[src/rtl/dtmr_pkg.sv]
package dtmr_pkg;

    typedef enum logic [1:0] {
        OP_LOAD = 2'd0,
        OP_HOLD = 2'd1,
        OP_RUN  = 2'd2,
        OP_BAD  = 2'd3
    } op_e;

    typedef enum logic {
        CH_STOP = 1'b0,
        CH_RUN  = 1'b1
    } ch_state_e;

    localparam int CH_STRIDE = 16;
    localparam int OFS_DIV   = 0;
    localparam int OFS_CNT   = 4;
    localparam int OFS_CTRL  = 8;
    localparam int OFS_MASK  = 'h48;
    localparam int OFS_ACK   = 'h4C;
    localparam int OFS_RAW   = 'h50;
    localparam int OFS_MSKD  = 'h54;

endpackage

[src/rtl/dtmr_tick_sel.sv]
module dtmr_tick_sel #(
    parameter int N_RATE = 4,
    parameter int SEL_W  = 3
) (
    input  logic [SEL_W-1:0]  sel,
    input  logic [N_RATE-1:0] tick_in,
    output logic              tick
);
    // Source codes N_RATE .. 2*N_RATE-1 map to the rate inputs; lower codes give no tick.
    always_comb begin
        tick = 1'b0;
        for (int i = 0; i < N_RATE; i++) begin
            if (sel == SEL_W'(N_RATE + i)) begin
                tick = tick_in[i];
            end
        end
    end
endmodule

[src/rtl/dtmr_channel.sv]
module dtmr_channel
    import dtmr_pkg::*;
#(
    parameter int CNT_W = 32
) (
    input  logic             clk,
    input  logic             rst_n,
    input  logic             ctrl_we,
    input  op_e              ctrl_op,
    input  logic [CNT_W-1:0] div_val,
    input  logic             tick,
    output logic [CNT_W-1:0] count,
    output logic             running,
    output logic             expire
);
    ch_state_e        state_q, state_d;
    logic [CNT_W-1:0] cnt_q;
    logic [CNT_W-1:0] reload_q;
    logic             step;
    logic             at_end;

    // State register
    always_ff @(posedge clk) begin
        if (!rst_n) begin
            state_q <= CH_STOP;
        end else begin
            state_q <= state_d;
        end
    end

    // Next state: GO_RUN, GO_STOP or STAY
    always_comb begin
        state_d = state_q;
        unique case (state_q)
            CH_STOP: begin
                if (ctrl_we && ctrl_op == OP_RUN) state_d = CH_RUN;
            end
            CH_RUN: begin
                if (ctrl_we && ctrl_op != OP_RUN) state_d = CH_STOP;
            end
        endcase
    end

    // Outputs
    always_comb begin
        running = (state_q == CH_RUN);
        step    = running && tick && !ctrl_we;
        at_end  = (cnt_q <= CNT_W'(1));
        expire  = step && at_end;
        count   = cnt_q;
    end

    // Count and reload datapath
    always_ff @(posedge clk) begin
        if (!rst_n) begin
            cnt_q    <= '0;
            reload_q <= '0;
        end else if (ctrl_we) begin
            if (ctrl_op == OP_LOAD) begin
                cnt_q    <= div_val;
                reload_q <= div_val;
            end else if (ctrl_op == OP_RUN) begin
                reload_q <= div_val;
            end
        end else if (step) begin
            cnt_q <= at_end ? reload_q : cnt_q - CNT_W'(1);
        end
    end
endmodule

[src/rtl/dtmr_irq.sv]
module dtmr_irq #(
    parameter int NCH = 2
) (
    input  logic           clk,
    input  logic           rst_n,
    input  logic           mask_we,
    input  logic           ack_we,
    input  logic [NCH-1:0] wbits,
    input  logic [NCH-1:0] expire,
    output logic [NCH-1:0] raw,
    output logic [NCH-1:0] mask,
    output logic           irq
);
    logic [NCH-1:0] raw_q, mask_q;

    always_ff @(posedge clk) begin
        if (!rst_n) begin
            raw_q  <= '0;
            mask_q <= '0;
        end else begin
            raw_q <= (raw_q & ~(ack_we ? wbits : '0)) | expire;
            if (mask_we) mask_q <= wbits;
        end
    end

    always_comb begin
        raw  = raw_q;
        mask = mask_q;
        irq  = |(raw_q & mask_q);
    end
endmodule

[src/rtl/dtmr_top.sv]
module dtmr_top
    import dtmr_pkg::*;
#(
    parameter int DATA_W = 32,
    parameter int ADDR_W = 8,
    parameter int NCH    = 2,
    parameter int N_RATE = 4,
    parameter int SEL_W  = 3
) (
    input  logic              clk,
    input  logic              rst_n,
    input  logic              bus_we,
    input  logic [ADDR_W-1:0] bus_addr,
    input  logic [DATA_W-1:0] bus_wdata,
    output logic [DATA_W-1:0] bus_rdata,
    input  logic [N_RATE-1:0] tick_in,
    output logic              irq_o
);
    localparam int CTRL_W = SEL_W + 2;

    logic [DATA_W-1:0] div_q  [NCH];
    logic [CTRL_W-1:0] ctrl_q [NCH];
    logic [DATA_W-1:0] cnt_w  [NCH];
    logic [NCH-1:0]    exp_w;
    logic [NCH-1:0]    run_w;
    logic [NCH-1:0]    raw_w;
    logic [NCH-1:0]    mask_w;

    for (genvar g = 0; g < NCH; g++) begin : g_ch
        localparam logic [ADDR_W-1:0] A_DIV  = ADDR_W'(g * CH_STRIDE + OFS_DIV);
        localparam logic [ADDR_W-1:0] A_CTRL = ADDR_W'(g * CH_STRIDE + OFS_CTRL);
        logic div_we, ctrl_we, tick;

        assign div_we  = bus_we && (bus_addr == A_DIV);
        assign ctrl_we = bus_we && (bus_addr == A_CTRL);

        always_ff @(posedge clk) begin
            if (!rst_n) begin
                div_q[g]  <= '0;
                ctrl_q[g] <= CTRL_W'(OP_HOLD);
            end else begin
                if (div_we)  div_q[g]  <= bus_wdata;
                if (ctrl_we) ctrl_q[g] <= bus_wdata[CTRL_W-1:0];
            end
        end

        dtmr_tick_sel #(.N_RATE(N_RATE), .SEL_W(SEL_W)) u_sel (
            .sel     (ctrl_q[g][CTRL_W-1:2]),
            .tick_in (tick_in),
            .tick    (tick)
        );

        dtmr_channel #(.CNT_W(DATA_W)) u_ch (
            .clk     (clk),
            .rst_n   (rst_n),
            .ctrl_we (ctrl_we),
            .ctrl_op (op_e'(bus_wdata[1:0])),
            .div_val (div_q[g]),
            .tick    (tick),
            .count   (cnt_w[g]),
            .running (run_w[g]),
            .expire  (exp_w[g])
        );
    end

    dtmr_irq #(.NCH(NCH)) u_irq (
        .clk     (clk),
        .rst_n   (rst_n),
        .mask_we (bus_we && bus_addr == ADDR_W'(OFS_MASK)),
        .ack_we  (bus_we && bus_addr == ADDR_W'(OFS_ACK)),
        .wbits   (bus_wdata[NCH-1:0]),
        .expire  (exp_w),
        .raw     (raw_w),
        .mask    (mask_w),
        .irq     (irq_o)
    );

    always_comb begin
        bus_rdata = '0;
        for (int i = 0; i < NCH; i++) begin
            if (bus_addr == ADDR_W'(i * CH_STRIDE + OFS_DIV))  bus_rdata = div_q[i];
            if (bus_addr == ADDR_W'(i * CH_STRIDE + OFS_CNT))  bus_rdata = cnt_w[i];
            if (bus_addr == ADDR_W'(i * CH_STRIDE + OFS_CTRL)) bus_rdata = DATA_W'(ctrl_q[i]);
        end
        if (bus_addr == ADDR_W'(OFS_MASK)) bus_rdata = DATA_W'(mask_w);
        if (bus_addr == ADDR_W'(OFS_RAW))  bus_rdata = DATA_W'(raw_w);
        if (bus_addr == ADDR_W'(OFS_MSKD)) bus_rdata = DATA_W'(raw_w & mask_w);
    end
endmodule

[config.mk]
export PLATFORM = sky130hd
export DESIGN_NAME = dtmr_top
export DESIGN_NICKNAME = d
export VERILOG_FILES = /design/src/rtl/dtmr_pkg.sv /design/src/rtl/dtmr_tick_sel.sv /design/src/rtl/dtmr_channel.sv /design/src/rtl/dtmr_irq.sv /design/src/rtl/dtmr_top.sv
export SDC_FILE = /design/constraint.sdc
export NUM_CORES = 1
export LEC_CHECK = 0
export BUFFER_PORTS_ARGS = -buffer_cell sky130_fd_sc_hd__buf_2
export CORE_MARGIN = 2
export CORE_UTILIZATION = 61
export DETAILED_ROUTE_END_ITERATION = 12
export PLACE_DENSITY = 0.8
export SLEW_MARGIN = 20
export SYNTH_ARGS = -nofsm -noshare
export SYNTH_HDL_FRONTEND = slang
export SYNTH_HIERARCHICAL = 1
export SYNTH_SLANG_ARGS = --single-unit
[constraint.sdc]
create_clock -name clk -period 5 [get_ports clk]
set_input_delay 0 -clock clk [delete_from_list [all_inputs] [get_ports clk]]
set_output_delay 0 -clock clk [all_outputs]
set_load 0.02 [all_outputs]
==> impl_metrics.env, run 1 <==
export IMPL_ys_warn_count=6
export IMPL_ys_async_sr_fraction_pct=0
export IMPL_cts_hold_buf=33
export IMPL_drive_above_1_share_pct=14.42
export IMPL_end_kind="register"
export IMPL_slew_headroom_pct=28.91
export IMPL_drt_initial_drc_count=1166
export IMPL_antenna_left=0
export IMPL_ys_flop_type="dfxtp_1"
export IMPL_syn_area_per_cell_um2=8.893
export IMPL_layout_min_cycle_time_ps=3123
export IMPL_dr_total_vias=10970
export IMPL_diodes=0
export IMPL_synth_commonest_cells="nand2_1, dfxtp_1, a21oi_1, edfxtp_1, o21ai_0"
export IMPL_dieArea_um2=20600
export IMPL_grt_pass1_vias=10370
export IMPL_cts_resized=0
export IMPL_setup_viol=0
export IMPL_syn_instance_count=1335
export IMPL_rsz0062_at_grt="false"
export IMPL_cts_setup_buffers=0
export IMPL_io_buffers=79
export IMPL_dr_pass1_iters=8
export IMPL_synth_edf_count=74
export IMPL_syn_area_um2=11870
export IMPL_worstSetupPathType="reg2reg"
export IMPL_area_delta_synth_final_pct=11.71
export IMPL_grt_overflow_total=0
export IMPL_htree_levels=1
export IMPL_numCtsBuffers=23
export IMPL_leakagePower_nw=4.741
export IMPL_start_util_pct=61.61
export IMPL_grt_max_degree=87
export IMPL_synth_fp_nets=1386
export IMPL_p_per_area_nw_per_um2=273.9
export IMPL_grt_pass1_wl_mm=56.59
export IMPL_clkSlewWorstSetupHoldPaths_ps=60
export IMPL_skew_ps=14.70
export IMPL_max_freq_ghz=0.3202
export IMPL_startpoint_type="register"
export IMPL_cts_sinks=208
export IMPL_peakVddDrop_v=0.0002224
export IMPL_tightest_slew_ps=1066
export IMPL_hold_violations=0
export IMPL_cap_violations=0
export IMPL_dp_cells=1591
export IMPL_crit_required_ps=5340
export IMPL_vias_per_cell=6.585
export IMPL_antenna_found_initial=0
export IMPL_wl_per_cell_um=22.08
export IMPL_root_buffer="clkbuf_16"
export IMPL_ys_types=93
export IMPL_synth_top_cell_by_area="dfxtp_1"
export IMPL_ys_top_cells_by_area="dfxtp_1, edfxtp_1, nand2_1"
export IMPL_ys_seq_area_share_pct=41.31
export IMPL_place_gp_congestion=0.9749
export IMPL_ios=80
export IMPL_synth_top_cell_area_share_pct=22.59
export IMPL_rows=51
export IMPL_maxSlewViolCount=0
export IMPL_core_um2=19270
export IMPL_drc=0
export IMPL_insertion_delay_ps=520
export IMPL_status="finished clean"
export IMPL_dieWidth_um=143.5
export IMPL_path_max_fanout=18
export IMPL_grt_use_total_pct=35.10
export IMPL_synth_most_common_cell="nand2_1"
export IMPL_cts_tree="yes"
export IMPL_hpwl_mm=24.06
export IMPL_setup_tns_ps=0
export IMPL_synth_seq_cells=208
export IMPL_nets=1435
export IMPL_fin_cells=1666
export IMPL_die_h_um=143.5
export IMPL_cts_buffer_depth=3
export IMPL_hold_class="in2reg"
export IMPL_arrival_ps=3470
export IMPL_period_share_pct=62.46
export IMPL_routed_wirelength_mm=36.79
-- metrics by stage --
| step | hold WS (ps) | power, W | instance area (µm²) | setup WS [ps] | util, % |
|---|---|---|---|---|---|
| final | 51.87 | 0.003633 | 13260 | 1877 | 68.82 |
| after global routing | 68.29 | 0.003726 | 13260 | 1768 | 68.82 |
| after CTS | 7.951 | 0.003638 | 13260 | 1714 | 68.80 |
| after detailed placement | 304.3 | 0.002024 | 12220 | 1364 | 63.43 |
| after global placement | 301.8 | 0.002023 | 12220 | 1430 | 63.43 |
| after floorplan | 100.2 | 0.001942 | 11870 | 1088 | - |
-- power breakdown --
part | switching (W) | internal (W)
Combinational | 0.000123 | 0.0000759
Clock | 0.000682 | 0.000935
Sequential | 0.0000338 | 0.00178
-- state kept, by name (all words and copies together), names as in the netlist, named ones only --
name,count
ctrl_q,10
div_q,64
u_irq/raw,2
g_ch.u_ch/count,64
g_ch.u_ch/reload_q,64
u_irq/mask,2
-- final timing paths --
path | startpoint | endpoint | slack, ps | cells after the start
max | g_ch[1].u_ch/count[29] | g_ch[1].u_ch/count[15] | 1880 | 7
min | bus_wdata[0] | u_irq/raw[0] | 50 | 2
max reg2reg | g_ch[1].u_ch/count[29] | g_ch[1].u_ch/count[15] | 1880 | 7
min reg2reg | g_ch[0].u_ch/reload_q[2] | g_ch[0].u_ch/reload_q[2] | 460 | 2
-- per-layer routing --
layer | vias up | track usage [%] | part of all wire, %
met3 | 114 | 4.798 | 9.0
met2 | 611 | 56.37 | 46
met1 | 5248 | 47.98 | 41
met4 | 0 | 14.34 | 4.1
met5 | - | 0 | 0
li1 | 4997 | - | -
-- placed cells by master (no fill, tap or decap), types with 14 or more instances in the layout --
cell           netlist  final
a31oi_1             20     20
o21ai_0             71     71
dfxtp_1            134    134
a22oi_1             28     28
buf_2               14     79
buf_4                4     18
nand3_1             22     22
xnor2_1             29     29
or3_1               22     22
a21oi_1             77     77
inv_1               19     19
nor3_1              51     50
dlygate4sd3_1        0     33
and2_2              21     21
nand4_1             14     14
nand2_1            176    174
nor4_1              23     23
nor2_1              62     59
o211ai_1            33     33
a21boi_0            35     35
edfxtp_1            74     74
and2_1              53     53
mux2i_1             40     40
a211oi_1            14     14
clkbuf_16            0     23
xor2_1              19     19
or4_1               19     19
-- layout make-up --
class	count	area (µm²)
clock inverter	7	63.81
timing repair buffer	130	860.8
clock buffer	35	640.6
multi-input combinational	1001	6386
sequential	208	4905
tap	265	331.6
fill	1553	6008
inverter	20	75.07
-- worst max-delay path, cell delays in order, from the launching register on --
cell and delay [ps]:
dfxtp_1 350, or2_2 360, nor4_1 670, nand4_1 700, buf_4 460, and3_1 210
a21oi_1 110, a31oi_1 90
-- cells by family after synthesis --
family / after synthesis / synth area share [%]
simple gates: 561 / 26.45
flops: 208 / 41.31
fa+ha+maj: 4 / 0.4216
compound gates: 344 / 19.07
mux: 44 / 3.941
buf+inv: 126 / 5.259
xor+xnor: 48 / 3.541
No activity file was read; power rests on OpenSTA's default activity.
==> run 2, diff against run 1 <==
--- a/config.mk
+++ b/config.mk
@@ -5,6 +5,7 @@
 export SDC_FILE = /design/constraint.sdc
 export NUM_CORES = 1
 export LEC_CHECK = 0
+export ABC_AREA = 1
 export BUFFER_PORTS_ARGS = -buffer_cell sky130_fd_sc_hd__buf_2
 export CORE_MARGIN = 2
 export CORE_UTILIZATION = 61
==> constraint.sdc (replaced) <==
create_clock -name clk -period 3.1 [get_ports clk]
set_input_delay 0 -clock clk [delete_from_list [all_inputs] [get_ports clk]]
set_output_delay 0 -clock clk [all_outputs]
set_load 0.02 [all_outputs]
==> impl_metrics.env, run 2 <==
export IMPL_fin_util_pct=69.21
export IMPL_worstSetupPathType="in2reg"
export IMPL_drc=0
export IMPL_fill_cells=1731
export IMPL_routed_wirelength_mm=38.47
export IMPL_path_cells="dlygate4sd3_1, buf_2, nand2_1, nor2_4, inv_2, nor2_2, inv_2, nor2_4, inv_4, nor2_8, inv_2, or2_4, nand2_4, inv_4, a21oi_1, nand2_1, a21oi_1"
export IMPL_p_per_area_nw_per_um2=434.7
export IMPL_synth_top_cell_by_area="dfxtp_1"
export IMPL_slowest_stage="dlygate4sd3_1"
export IMPL_hold_start="bus_addr[2]"
export IMPL_syn_instance_count=1815
export IMPL_startpoint_type="primary input"
export IMPL_rsz0062_at_grt="false"
export IMPL_final_common_cell="nand2_1"
export IMPL_grt_pass1_vias=11560
export IMPL_grt_overflow_total=0
export IMPL_p_clk_share_pct=47.2
export IMPL_arrival_ps=2940
export IMPL_area_delta_synth_final_pct=12.04
export IMPL_tightest_slew_ps=1004
export IMPL_ys_types=45
export IMPL_dieWidth_um=146.7
export IMPL_hpwl_mm=25.70
export IMPL_slew_headroom_pct=33.01
export IMPL_grt_pass1_wl_mm=60.24
export IMPL_rr_startpoint="g_ch[1].u_ch/count[0]"
export IMPL_setup_tns_ps=0
export IMPL_crit_start="bus_addr[3]"
export IMPL_place_gp_congestion=0.9743
export IMPL_dieArea_um2=21520
export IMPL_p_comb_share_pct=4.3
export IMPL_hold_ws_ps=10.47
export IMPL_drt_initial_drc_count=1274
export IMPL_end_kind="register"
export IMPL_cp_common_cell="inv_2"
export IMPL_cts_resized=0
export IMPL_period_share_pct=81.14
export IMPL_clkSlewWorstSetupHoldPaths_ps=60
export IMPL_place_area_um2=12790
export IMPL_ys_flop_type="dfxtp_1"
export IMPL_max_freq_ghz=0.3976
export IMPL_io_buffers=79
export IMPL_insertion_delay_ps=510
export IMPL_slowest_delay_ps=520
export IMPL_antenna_left=0
export IMPL_htree_levels=1
export IMPL_core_um2=20100
export IMPL_diodes=0
export IMPL_finalPower_w=0.006049
export IMPL_nets=1939
export IMPL_ys_top_cells_by_area="dfxtp_1, edfxtp_1, nand2_1"
export IMPL_vias_per_cell=5.799
export IMPL_hold_violations=0
export IMPL_hold_class="in2reg"
export IMPL_drive_above_1_share_pct=12.03
export IMPL_antenna_found_initial=0
export IMPL_multi_input_area_um2=6334
export IMPL_syn_area_um2=12420
export IMPL_synth_fp_nets=1866
export IMPL_synth_top_cell_area_share_pct=21.60
export IMPL_dr_pass1_iters=6
export IMPL_ios=80
export IMPL_seqCellArea_um2=4905
export IMPL_power_switching_w=0.001341
export IMPL_skew_ps=10.79
export IMPL_ys_async_sr_fraction_pct=0
export IMPL_status="finished clean"
export IMPL_synth_commonest_cells="nand2_1, nor2_1, inv_1, nand3_1, dfxtp_1"
export IMPL_p_int_w=0.004708
export IMPL_maxSlewViolCount=0
export IMPL_leakagePower_nw=6.626
export IMPL_root_buffer="clkbuf_16"
export IMPL_dr_total_vias=12610
export IMPL_mostFrequentLayoutCells="nand2_1, nor2_1, inv_1, nand3_1, dfxtp_1"
export IMPL_peakVddDrop_v=0.0003859
export IMPL_die_h_um=146.7
export IMPL_wl_per_cell_um=17.70
export IMPL_ys_seq_area_share_pct=39.49
export IMPL_path_max_fanout=37
export IMPL_pwr_share_seq_pct=48.5
export IMPL_syn_area_per_cell_um2=6.843
export IMPL_ys_warn_count=6
export IMPL_start_util_pct=61.77
export IMPL_cts_tree="yes"
export IMPL_cts_buffer_depth=3
export IMPL_synth_seq_cells=208
export IMPL_p_sw_share_pct=22.16
export IMPL_synth_edf_count=74
export IMPL_design_area_um2=13910
export IMPL_synth_most_common_cell="nand2_1"
export IMPL_cts_sinks=208
export IMPL_layout_min_cycle_time_ps=2515
export IMPL_grt_max_degree=57
export IMPL_setup_viol=0
export IMPL_grt_use_total_pct=34.94
export IMPL_rows=52
export IMPL_cap_violations=0
export IMPL_numCtsBuffers=23
export IMPL_crit_required_ps=3520
-- run 2: cell types whose count changed in the layout (fill, tap and decap cells not counted), moves of 34 or more --
cell | previous run | this run
a21oi_1 | 77 | 125
and2_1 | 53 | 3
nor3_1 | 50 | 2
inv_1 | 19 | 176
mux2i_1 | 40 | 0
a21boi_0 | 35 | 1
nand2_1 | 174 | 469
nor2_1 | 59 | 298
nand3_1 | 22 | 142
-- run 2: per-layer routing --
| metal | vias to the layer above | share of wire [%] | wire length [µm] | GRT usage, % |
|---|---|---|---|---|
| li1 | 5978 | - | - | - |
| met1 | 5773 | 40 | 15430 | 46.99 |
| met2 | 732 | 46 | 17540 | 56.41 |
| met3 | 124 | 9.0 | 3460 | 4.063 |
| met4 | 0 | 5.3 | 2040 | 16.80 |
| met5 | - | 0 | 0 | 0 |
-- run 2: area by class of cell --
cell class              count  share of cell area [%]
clock buffers              31                   4.496
clock inverters            10                   1.079
inverters                 191                   5.224
multi-input cells        1338                   45.52
flip-flops and latches    208                   35.25
well taps                 270                   2.428
repair buffers            126                   6.007
-- run 2: worst max-delay path: cells and delay by family --
| family | cells | cell delay [ps] |
|---|---|---|
| buf+inv | 7 | 1350 |
| simple gates | 8 | 1250 |
| compound gates | 2 | 320 |
-- run 2: logic make-up (layout without fill, tap and decap cells) --
family                   count (synthesis)  after routing  synth area share [%]
AND/OR/NAND/NOR                       1064           1064                 38.62
buffers and inverters                  269            358                 9.601
AO/OA/AOI/OAI                          251            251                 10.55
flip-flops                             208            208                 39.49
XOR/XNOR                                19             19                 1.340
adder cells (fa/ha/maj)                  4              4                0.4030
-- run 2: path summary, 6_finish.rpt --
path	endpoint	slack [ps]	depth (start not counted)
hold reg to reg	g_ch[0].u_ch/reload_q[12]	450	2
hold / removal	u_irq/raw[1]	10	6
setup reg to reg	g_ch[1].u_ch/count[19]	640	10
setup / recovery	g_ch[1].u_ch/count[0]	580	17
-- run 2: per-stage QoR --
stage	setup slack (ps)	std cells
floorplan	702.9	1815
global placement	694.7	2098
detailed placement	600.0	2098
CTS	634.4	2174
global route	465.9	2174
finish	584.6	2174
-- run 2: what timing repair did --
action,CTS,global route
setup buffers,0,0
hold endpoints to repair,74,0
hold buffers,35,0
-- run 2: power groups by stage --
stage	Clock, W	Sequential [W]	Combinational [W]
after floorplan	0	0.00296	0.000130
after global placement	0	0.00299	0.000216
after detailed placement	0	0.00299	0.000220
after CTS	0.00287	0.00293	0.000253
after global routing	0.00297	0.00293	0.000280
final	0.00285	0.00293	0.000263
